[src/rtl/chain_adc_pkg.sv]
// Package: shared types for the chainable converter serial port.
// Assumes: nothing beyond IEEE 1800-2017.
package chain_adc_pkg;

    // Port phase: idle, waiting out the conversion, or shifting a result.
    typedef enum logic [1:0] {
        CAP_IDLE = 2'd0,
        CAP_CONV = 2'd1,
        CAP_READ = 2'd2
    } cap_state_e;

endpackage

[src/rtl/cap_edge_detect.sv]
// Module: cap_edge_detect
// Samples the convert and serial clock pins once per system clock and
// reports a convert rising edge and a serial clock falling edge.
// Assumes: both pins are already synchronous to clk and change far
// less often than clk toggles.
module cap_edge_detect (
    input  logic clk,
    input  logic rst_n,
    input  logic cnv,
    input  logic sclk,
    output logic cnv_rise,
    output logic sclk_fall
);

    logic cnv_q;
    logic sclk_q;

    // Keep last cycle's pin levels for edge comparison.
    always_ff @(posedge clk) begin
        if (!rst_n) begin
            cnv_q  <= 1'b0;
            sclk_q <= 1'b0;
        end else begin
            cnv_q  <= cnv;
            sclk_q <= sclk;
        end
    end

    // Edge decode against the previous levels.
    always_comb begin
        cnv_rise  = cnv & ~cnv_q;
        sclk_fall = ~sclk & sclk_q;
    end

endmodule

[src/rtl/cap_conv_timer.sv]
// Module: cap_conv_timer
// Counts out the conversion delay. After a start pulse, done is high
// during the CONV_CYCLES-th following cycle. abort clears it at once.
// Assumes: CONV_CYCLES >= 1.
module cap_conv_timer #(
    parameter int CONV_CYCLES = 8
) (
    input  logic clk,
    input  logic rst_n,
    input  logic start,
    input  logic abort,
    output logic done
);

    localparam int CW = (CONV_CYCLES < 2) ? 1 : $clog2(CONV_CYCLES);
    localparam logic [CW-1:0] LOAD_VAL = CW'(CONV_CYCLES - 1);

    logic [CW-1:0] remain_q;
    logic          running_q;

    // Load, count down, and stop on abort or on reaching zero.
    always_ff @(posedge clk) begin
        if (!rst_n) begin
            remain_q  <= '0;
            running_q <= 1'b0;
        end else if (abort) begin
            remain_q  <= '0;
            running_q <= 1'b0;
        end else if (start) begin
            remain_q  <= LOAD_VAL;
            running_q <= 1'b1;
        end else if (running_q) begin
            if (remain_q == '0) begin
                running_q <= 1'b0;
            end else begin
                remain_q <= remain_q - 1'b1;
            end
        end
    end

    // Completion flag for the final counted cycle.
    always_comb begin
        done = running_q && (remain_q == '0);
    end

endmodule

[src/rtl/cap_shift_reg.sv]
// Module: cap_shift_reg
// Result register that also serves as a pass-through stage: it loads a
// parallel word and shifts it MSB first, filling from the serial input.
// Assumes: load and shift are never high together.
module cap_shift_reg #(
    parameter int DATA_W = 18
) (
    input  logic              clk,
    input  logic              rst_n,
    input  logic              load,
    input  logic [DATA_W-1:0] load_word,
    input  logic              shift,
    input  logic              ser_in,
    output logic [DATA_W-1:0] word,
    output logic              msb
);

    logic [DATA_W-1:0] reg_q;

    // Parallel load or a one-place shift toward the MSB.
    always_ff @(posedge clk) begin
        if (!rst_n) begin
            reg_q <= '0;
        end else if (load) begin
            reg_q <= load_word;
        end else if (shift) begin
            reg_q <= {reg_q[DATA_W-2:0], ser_in};
        end
    end

    // Expose the word and the bit driven toward the output.
    always_comb begin
        word = reg_q;
        msb  = reg_q[DATA_W-1];
    end

endmodule

[src/rtl/chain_adc_port.sv]
// Module: chain_adc_port (top)
// Digital serial port of one converter in daisy-chain readout. A convert
// rise with the serial clock low starts a timed conversion. At its end
// the sample is loaded and its MSB is driven out. Serial clock falls then
// shift the result out while upstream data enters behind it.
// Assumes: every pin is synchronous to clk; sclk is slow next to clk.
module chain_adc_port #(
    parameter int DATA_W      = 18,
    parameter int CONV_CYCLES = 8
) (
    input  logic              clk,
    input  logic              rst_n,
    input  logic              cnv,
    input  logic              sclk,
    input  logic              sdi,
    input  logic [DATA_W-1:0] sample_in,
    output logic              sdo,
    output logic              proto_err
);

    import chain_adc_pkg::*;

    cap_state_e        st;
    logic              cnv_rise;
    logic              sclk_fall;
    logic              conv_done;
    logic              conv_start;
    logic              do_load;
    logic              do_shift;
    logic              shreg_msb;
    logic [DATA_W-1:0] shreg_q;

    cap_edge_detect u_edge (
        .clk       (clk),
        .rst_n     (rst_n),
        .cnv       (cnv),
        .sclk      (sclk),
        .cnv_rise  (cnv_rise),
        .sclk_fall (sclk_fall)
    );

    cap_conv_timer #(
        .CONV_CYCLES (CONV_CYCLES)
    ) u_timer (
        .clk   (clk),
        .rst_n (rst_n),
        .start (conv_start),
        .abort (~cnv),
        .done  (conv_done)
    );

    cap_shift_reg #(
        .DATA_W (DATA_W)
    ) u_shift (
        .clk       (clk),
        .rst_n     (rst_n),
        .load      (do_load),
        .load_word (sample_in),
        .shift     (do_shift),
        .ser_in    (sdi),
        .word      (shreg_q),
        .msb       (shreg_msb)
    );

    // Decode start, load and shift strobes from the phase and edges.
    always_comb begin
        conv_start = (st == CAP_IDLE) && cnv && cnv_rise && !sclk;
        do_load    = (st == CAP_CONV) && cnv && conv_done;
        do_shift   = (st == CAP_READ) && cnv && sclk_fall;
    end

    // Phase sequencer: convert low always returns to idle.
    always_ff @(posedge clk) begin
        if (!rst_n) begin
            st <= CAP_IDLE;
        end else if (!cnv) begin
            st <= CAP_IDLE;
        end else begin
            case (st)
                CAP_IDLE: if (conv_start) st <= CAP_CONV;
                CAP_CONV: if (conv_done)  st <= CAP_READ;
                CAP_READ: st <= CAP_READ;
                default:  st <= CAP_IDLE;
            endcase
        end
    end

    // Flag a serial clock fall that lands inside a conversion.
    always_ff @(posedge clk) begin
        if (!rst_n) begin
            proto_err <= 1'b0;
        end else begin
            proto_err <= (st == CAP_CONV) && cnv && sclk_fall;
        end
    end

    // Output drive: the register MSB only during readback.
    always_comb begin
        sdo = (st == CAP_READ) ? shreg_msb : 1'b0;
    end

endmodule

[config.mk]
export PLATFORM = sky130hd
export DESIGN_NAME = chain_adc_port
export DESIGN_NICKNAME = d
export VERILOG_FILES = /design/src/rtl/chain_adc_pkg.sv /design/src/rtl/cap_edge_detect.sv /design/src/rtl/cap_conv_timer.sv /design/src/rtl/cap_shift_reg.sv /design/src/rtl/chain_adc_port.sv
export SDC_FILE = /design/constraint.sdc
export NUM_CORES = 1
export LEC_CHECK = 0
export CAP_MARGIN = 20
export CORE_ASPECT_RATIO = 1.2
export CORE_MARGIN = 3
export CORE_UTILIZATION = 55
export DETAILED_ROUTE_END_ITERATION = 8
export HOLD_SLACK_MARGIN = 0.15
export PLACE_DENSITY = 0.82
export SLEW_MARGIN = 20
export SYNTH_ARGS = -nofsm -noshare
export SYNTH_HDL_FRONTEND = slang
export SYNTH_HIERARCHICAL = 1
export SYNTH_SLANG_ARGS = --single-unit
[constraint.sdc]
create_clock -name clk -period 3.64 [get_ports clk]
set_clock_uncertainty 0.1 [all_clocks]
set_input_delay 0.546 -clock clk [delete_from_list [all_inputs] [get_ports clk]]
set_output_delay 0.546 -clock clk [all_outputs]
set_load 0.03 [all_outputs]
# [After elaboration in Yosys (flattened, before gate mapping)]
# Index checks and enable logic that the tools add are counted.
[totals] in_bits=23 ff_bits=27 wordCells=46 out_inout_bits=2
[classes] n_addsub=1 bitwise_logic=4 eq_ne=5 n_mux=12 reduce_logical=17
[ops] op="$mux 18" n=2
[ops] op="$logic_and 1x1->1" n=9
[ops] op="$mux 3" n=3
[ops] op="$ne 2x2->1 const B" n=3
[ops] op="$pmux 2 s3" n=1
[ops] op="$reduce_and 2->1" n=3
[ops] op="$mux 1" n=4
[ops] op="$mux 2" n=2
[ops] op="$reduce_bool 2->1" n=2
[ops] op="$logic_not 3->1" n=1
[ops] op="$sub 3x1->3 const B" n=1
[ops] op="$and 1x1->1" n=2
[ops] op="$eq 2x1->1 const B" n=1
[ops] op="$eq 2x2->1 const B" n=1
[ops] op="$logic_not 2->1" n=1
[ops] op="$not 1->1" n=2
[ops] op="$logic_not 1->1" n=1

# [Logic depth before layout (Yosys ltp)]
[logic_depth] word_depth=6 mapped_depth=8 mapped_depth_nobuf=7

# [Hierarchy]
# The synthesis kept the hierarchy.
[by_module_without_submodules] mod="cap_shift_reg" instances=1 cells_each=80 area_each_um2=970.9 seq_area_each_um2=360.3
[by_module_without_submodules] mod="cap_conv_timer" instances=1 cells_each=24 area_each_um2=226.5 seq_area_each_um2=80.1
[by_module_without_submodules] mod="chain_adc_port" instances=1 cells_each=26 area_each_um2=221.5 seq_area_each_um2=60.1
[by_module_without_submodules] mod="cap_edge_detect" instances=1 cells_each=6 area_each_um2=68.8 seq_area_each_um2=40.0

# [Worst setup path after synthesis]
# Ideal clock, no wire load.
[synth_timing] kind="in2reg" start="input sclk" end="register u_shift.reg_q[10] (netlist: u_shift/word[10])" required_ns=3.424 arrival_ns=1.650 path_buffers=2 setup_ns=0.116 cell_stages=6 slack_ns=1.774 path_cell_list="and2b_2 and3_1 buf_6 buf_12 mux2_4 o211a_1"
[synth_via] elab_chain_len=4
[synth_lines] element="start, declared" line="chain_adc_port.sv:14" source="input logic sclk,"
[synth_lines] element="$not 1->1" line="cap_edge_detect.sv:32" source="sclk_fall = ~sclk & sclk_q;"
[synth_lines] element="$and 1x1->1" line="cap_edge_detect.sv:32"
[synth_lines] element="$logic_and 1x1->1" line="chain_adc_port.sv:69" source="do_shift = (st == CAP_READ) && cnv && sclk_fall;"
[synth_lines] element="net do_shift" line="chain_adc_port.sv:29" source="logic do_shift;"
[synth_lines] element="$reduce_bool 2->1 (no line)"
[synth_lines] element="end signal, assigned" line="cap_shift_reg.sv:25" source="reg_q <= load_word;"
[synth_lines] element="end signal, assigned" line="cap_shift_reg.sv:27" source="reg_q <= {reg_q[DATA_W-2:0], ser_in};"
[synth_lines] element="end, declared" line="cap_shift_reg.sv:18" source="logic [DATA_W-1:0] reg_q;"
# The timed path passes the listed nets, and every way through them passes these cells.
# A chain may end at the register's enable or synchronous reset.

# [Worst setup path in the final report]
[layout_timing] start="register st[0]" end="output sdo"
[layout_via] elab_chain_len=2
[layout_lines] element="start, declared" line="chain_adc_port.sv:23" source="cap_state_e st;"
[layout_lines] element="start signal, assigned" line="chain_adc_port.sv:75" source="st <= CAP_IDLE;"
[layout_lines] element="start signal, assigned" line="chain_adc_port.sv:77" source="st <= CAP_IDLE;"
[layout_lines] element="start signal, assigned" line="chain_adc_port.sv:80" source="CAP_IDLE: if (conv_start) st <= CAP_CONV;"
[layout_lines] element="$eq 2x2->1" line="chain_adc_port.sv:99" source="sdo = (st == CAP_READ) ? shreg_msb : 1'b0;"
[layout_lines] element="$mux 1" line="chain_adc_port.sv:99"
[layout_lines] element="end, declared" line="chain_adc_port.sv:17" source="output logic sdo,"
# Every way passes these cells.

==> results.cfg <==
[status]
status = complete, no violations

[clocking]
cts_setup_buffers = 0
cts_inserted_buffers = 3
clock_latency_ns = 0.31
h-tree-depth = 1
cts-resized-gates = 0
cts_buffer_depth = 2
path_clk_slew_ns = 0.13
clock_tree_from_tritoncts = yes
cts_num_sinks = 27
cts_hold_buffers = 0
clock_tree.root_cell = clkbuf_4

[worst_setup_path]
critical_path_required_ns = 2.99
worstReg2RegStart = u_timer/remain_q[0]$_SDFFE_PP0P_
cp-start-kind = flip-flop
critical_path.startpoint = st[0]$_SDFFE_PN0P_
crit_path_max_fanout = 3
worstPathArrival_ns = 1.75
path_class = reg -> out
critPathCaptureType = output port

[power]
power_leakage_nw = 0.895
fin_total_pwr_mw = 0.471
peakVddDrop_uv = 270
cellPowerDensity_mw_per_mm2 = 270

[routing]
antenna_left = 0
detail_route.wl_per_cell_um = 13.9
via_count = 1010
vias_per_cell = 5.34
drt_iter0_markers = 16
drt-pass1-iter-count = 4
detail_route.wirelength_um = 2620
drt_drc_violations_left = 0

[floorplan]
rows = 19
die_h_um = 62.8
die_x_um = 53.4
dieArea_mm2 = 0.00335
top_level_ports = 25
floorplan.initialDensity = 0.610
core_area_mm2 = 0.00242

[finish]
post-route-cell-area_mm2 = 0.00174
post_route_cells_drive_above_1_share = 0.190
multiInputGateArea_um2 = 857
insertedDiodeCount = 0
layout-area-overhead-vs-synth_pct = 17.8
fillerInstances = 198
final_cell_count_no_fill = 189
finalNetCount = 188
ff_latch_area_um2 = 541

[sta]
clock.fmax_ghz = 0.418
tightestPinTransition_ns = 0.762
fin_crit_sh = 0.658
tns_ns = 0
slew_violations = 0
finalSetupViolations = 0
setup_repair_after_global_routing_missed_its_margin = false
hold_viol = 0
max_slew_margin = 0.490
period_minus_slack_ns = 2.39

[grt]
overflow_after_grt = 0
global_route_wire_length_before_repair_um = 4420
antenna_found_initial = 0
first_global_vias = 1065
grt_start_max_net_pins = 23
grtUsageTotal = 0.169

[min_path]
hp-class = reg -> reg
hold_start = st[0]$_SDFFE_PN0P_

[logic_synthesis]
post_synth_inst_count = 135
post_synth.cell_area_avg_um2 = 11.0
synth_fp_nets = 164
post_synth_instance_area_mm2 = 0.00148
yosysWarnings = 6

[placed_design]
place.gp.congestion = 0.711
portBuffers = 24
dp.final_hpwl_um = 1950
place_inst = 185
dpl-instance-area_mm2 = 0.00172

[job]
cap_violations = 0
[cell usage in the layout (no fill, tap or decap)]
master / n
a211oi_1: 2
a21boi_2: 1
a21oi_1: 1
a21oi_2: 1
a311oi_1: 1
and2_1: 3
and2_2: 1
and2b_2: 1
and3_1: 3
and4b_1: 1
buf_4: 2
clkbuf_1: 1
clkbuf_4: 3
clkdlybuf4s50_1: 24
dfxtp_1: 27
ha_1: 6
inv_1: 7
mux2_2: 8
mux2_4: 10
mux2i_1: 2
nand2_1: 4
nand2b_1: 8
nand2b_4: 1
nand3b_2: 1
nor2_1: 5
nor2b_1: 2
nor3_1: 2
nor4b_2: 1
o211a_1: 18
or2b_1: 11
[cell type report]
type,count,area share
multi-input cells,94,0.491
well taps,31,0.0222
clock buffers,4,0.0151
repair buffers,26,0.146
inverters,7,0.0151
flip-flops and latches,27,0.310
[through the flow]
| stage | utilization | setup slack, ns | hold WS, ns |
|---|---|---|---|
| 6_report | 0.719 | 1.25 | 0.403 |
| 5_1_grt | 0.719 | 1.15 | 0.434 |
| 4_1_cts | 0.719 | 1.22 | 0.409 |
| 3_5_place_dp | 0.708 | 1.14 | 0.390 |
| 3_3_place_gp | 0.708 | 1.21 | 0.361 |
| 2_1_floorplan | - | 1.77 | 0.351 |
[where the power goes]
part	switching (mW)	leakage, nW	internal [mW]
Clock	0.0823	0.0150	0.0428
Combinational	0.0171	0.662	0.0299
Sequential	0.00135	0.218	0.298
Total	0.101	0.895	0.371
[metal layers]
layer / track usage / up-vias / wire, µm
li1: - / 516 / -
met4: 0.0479 / 0 / 10
met5: 0 / - / 0
met3: 0.0239 / 2 / 94
met2: 0.294 / 14 / 1350
met1: 0.206 / 478 / 1170
[worst paths after layout]
path,to,slack (ns),depth (start not counted)
worst max-delay path,sdo,1.25,4
worst min-delay path,st[0]$_SDFFE_PN0P_,0.40,2
worst max register to register,u_shift/word[11]$_SDFFE_PN0P_,1.37,8
worst min register to register,st[0]$_SDFFE_PN0P_,0.40,2
[state kept, by name (all words and copies together) (netlist names)]
signal and cells:
proto_err 1, st 2, u_edge/cnv_q 1, u_edge/sclk_q 1, u_shift/word 18, u_timer/remain_q 3
u_timer/running_q 1
[worst max-delay path: stages, from the launching register on]
cell             delay, ns
dfxtp_1               0.35
inv_1                 0.11
ha_1                  0.18
and2_1                0.13
clkdlybuf4s50_1       0.67
Power figures use the tool's default switching activity.
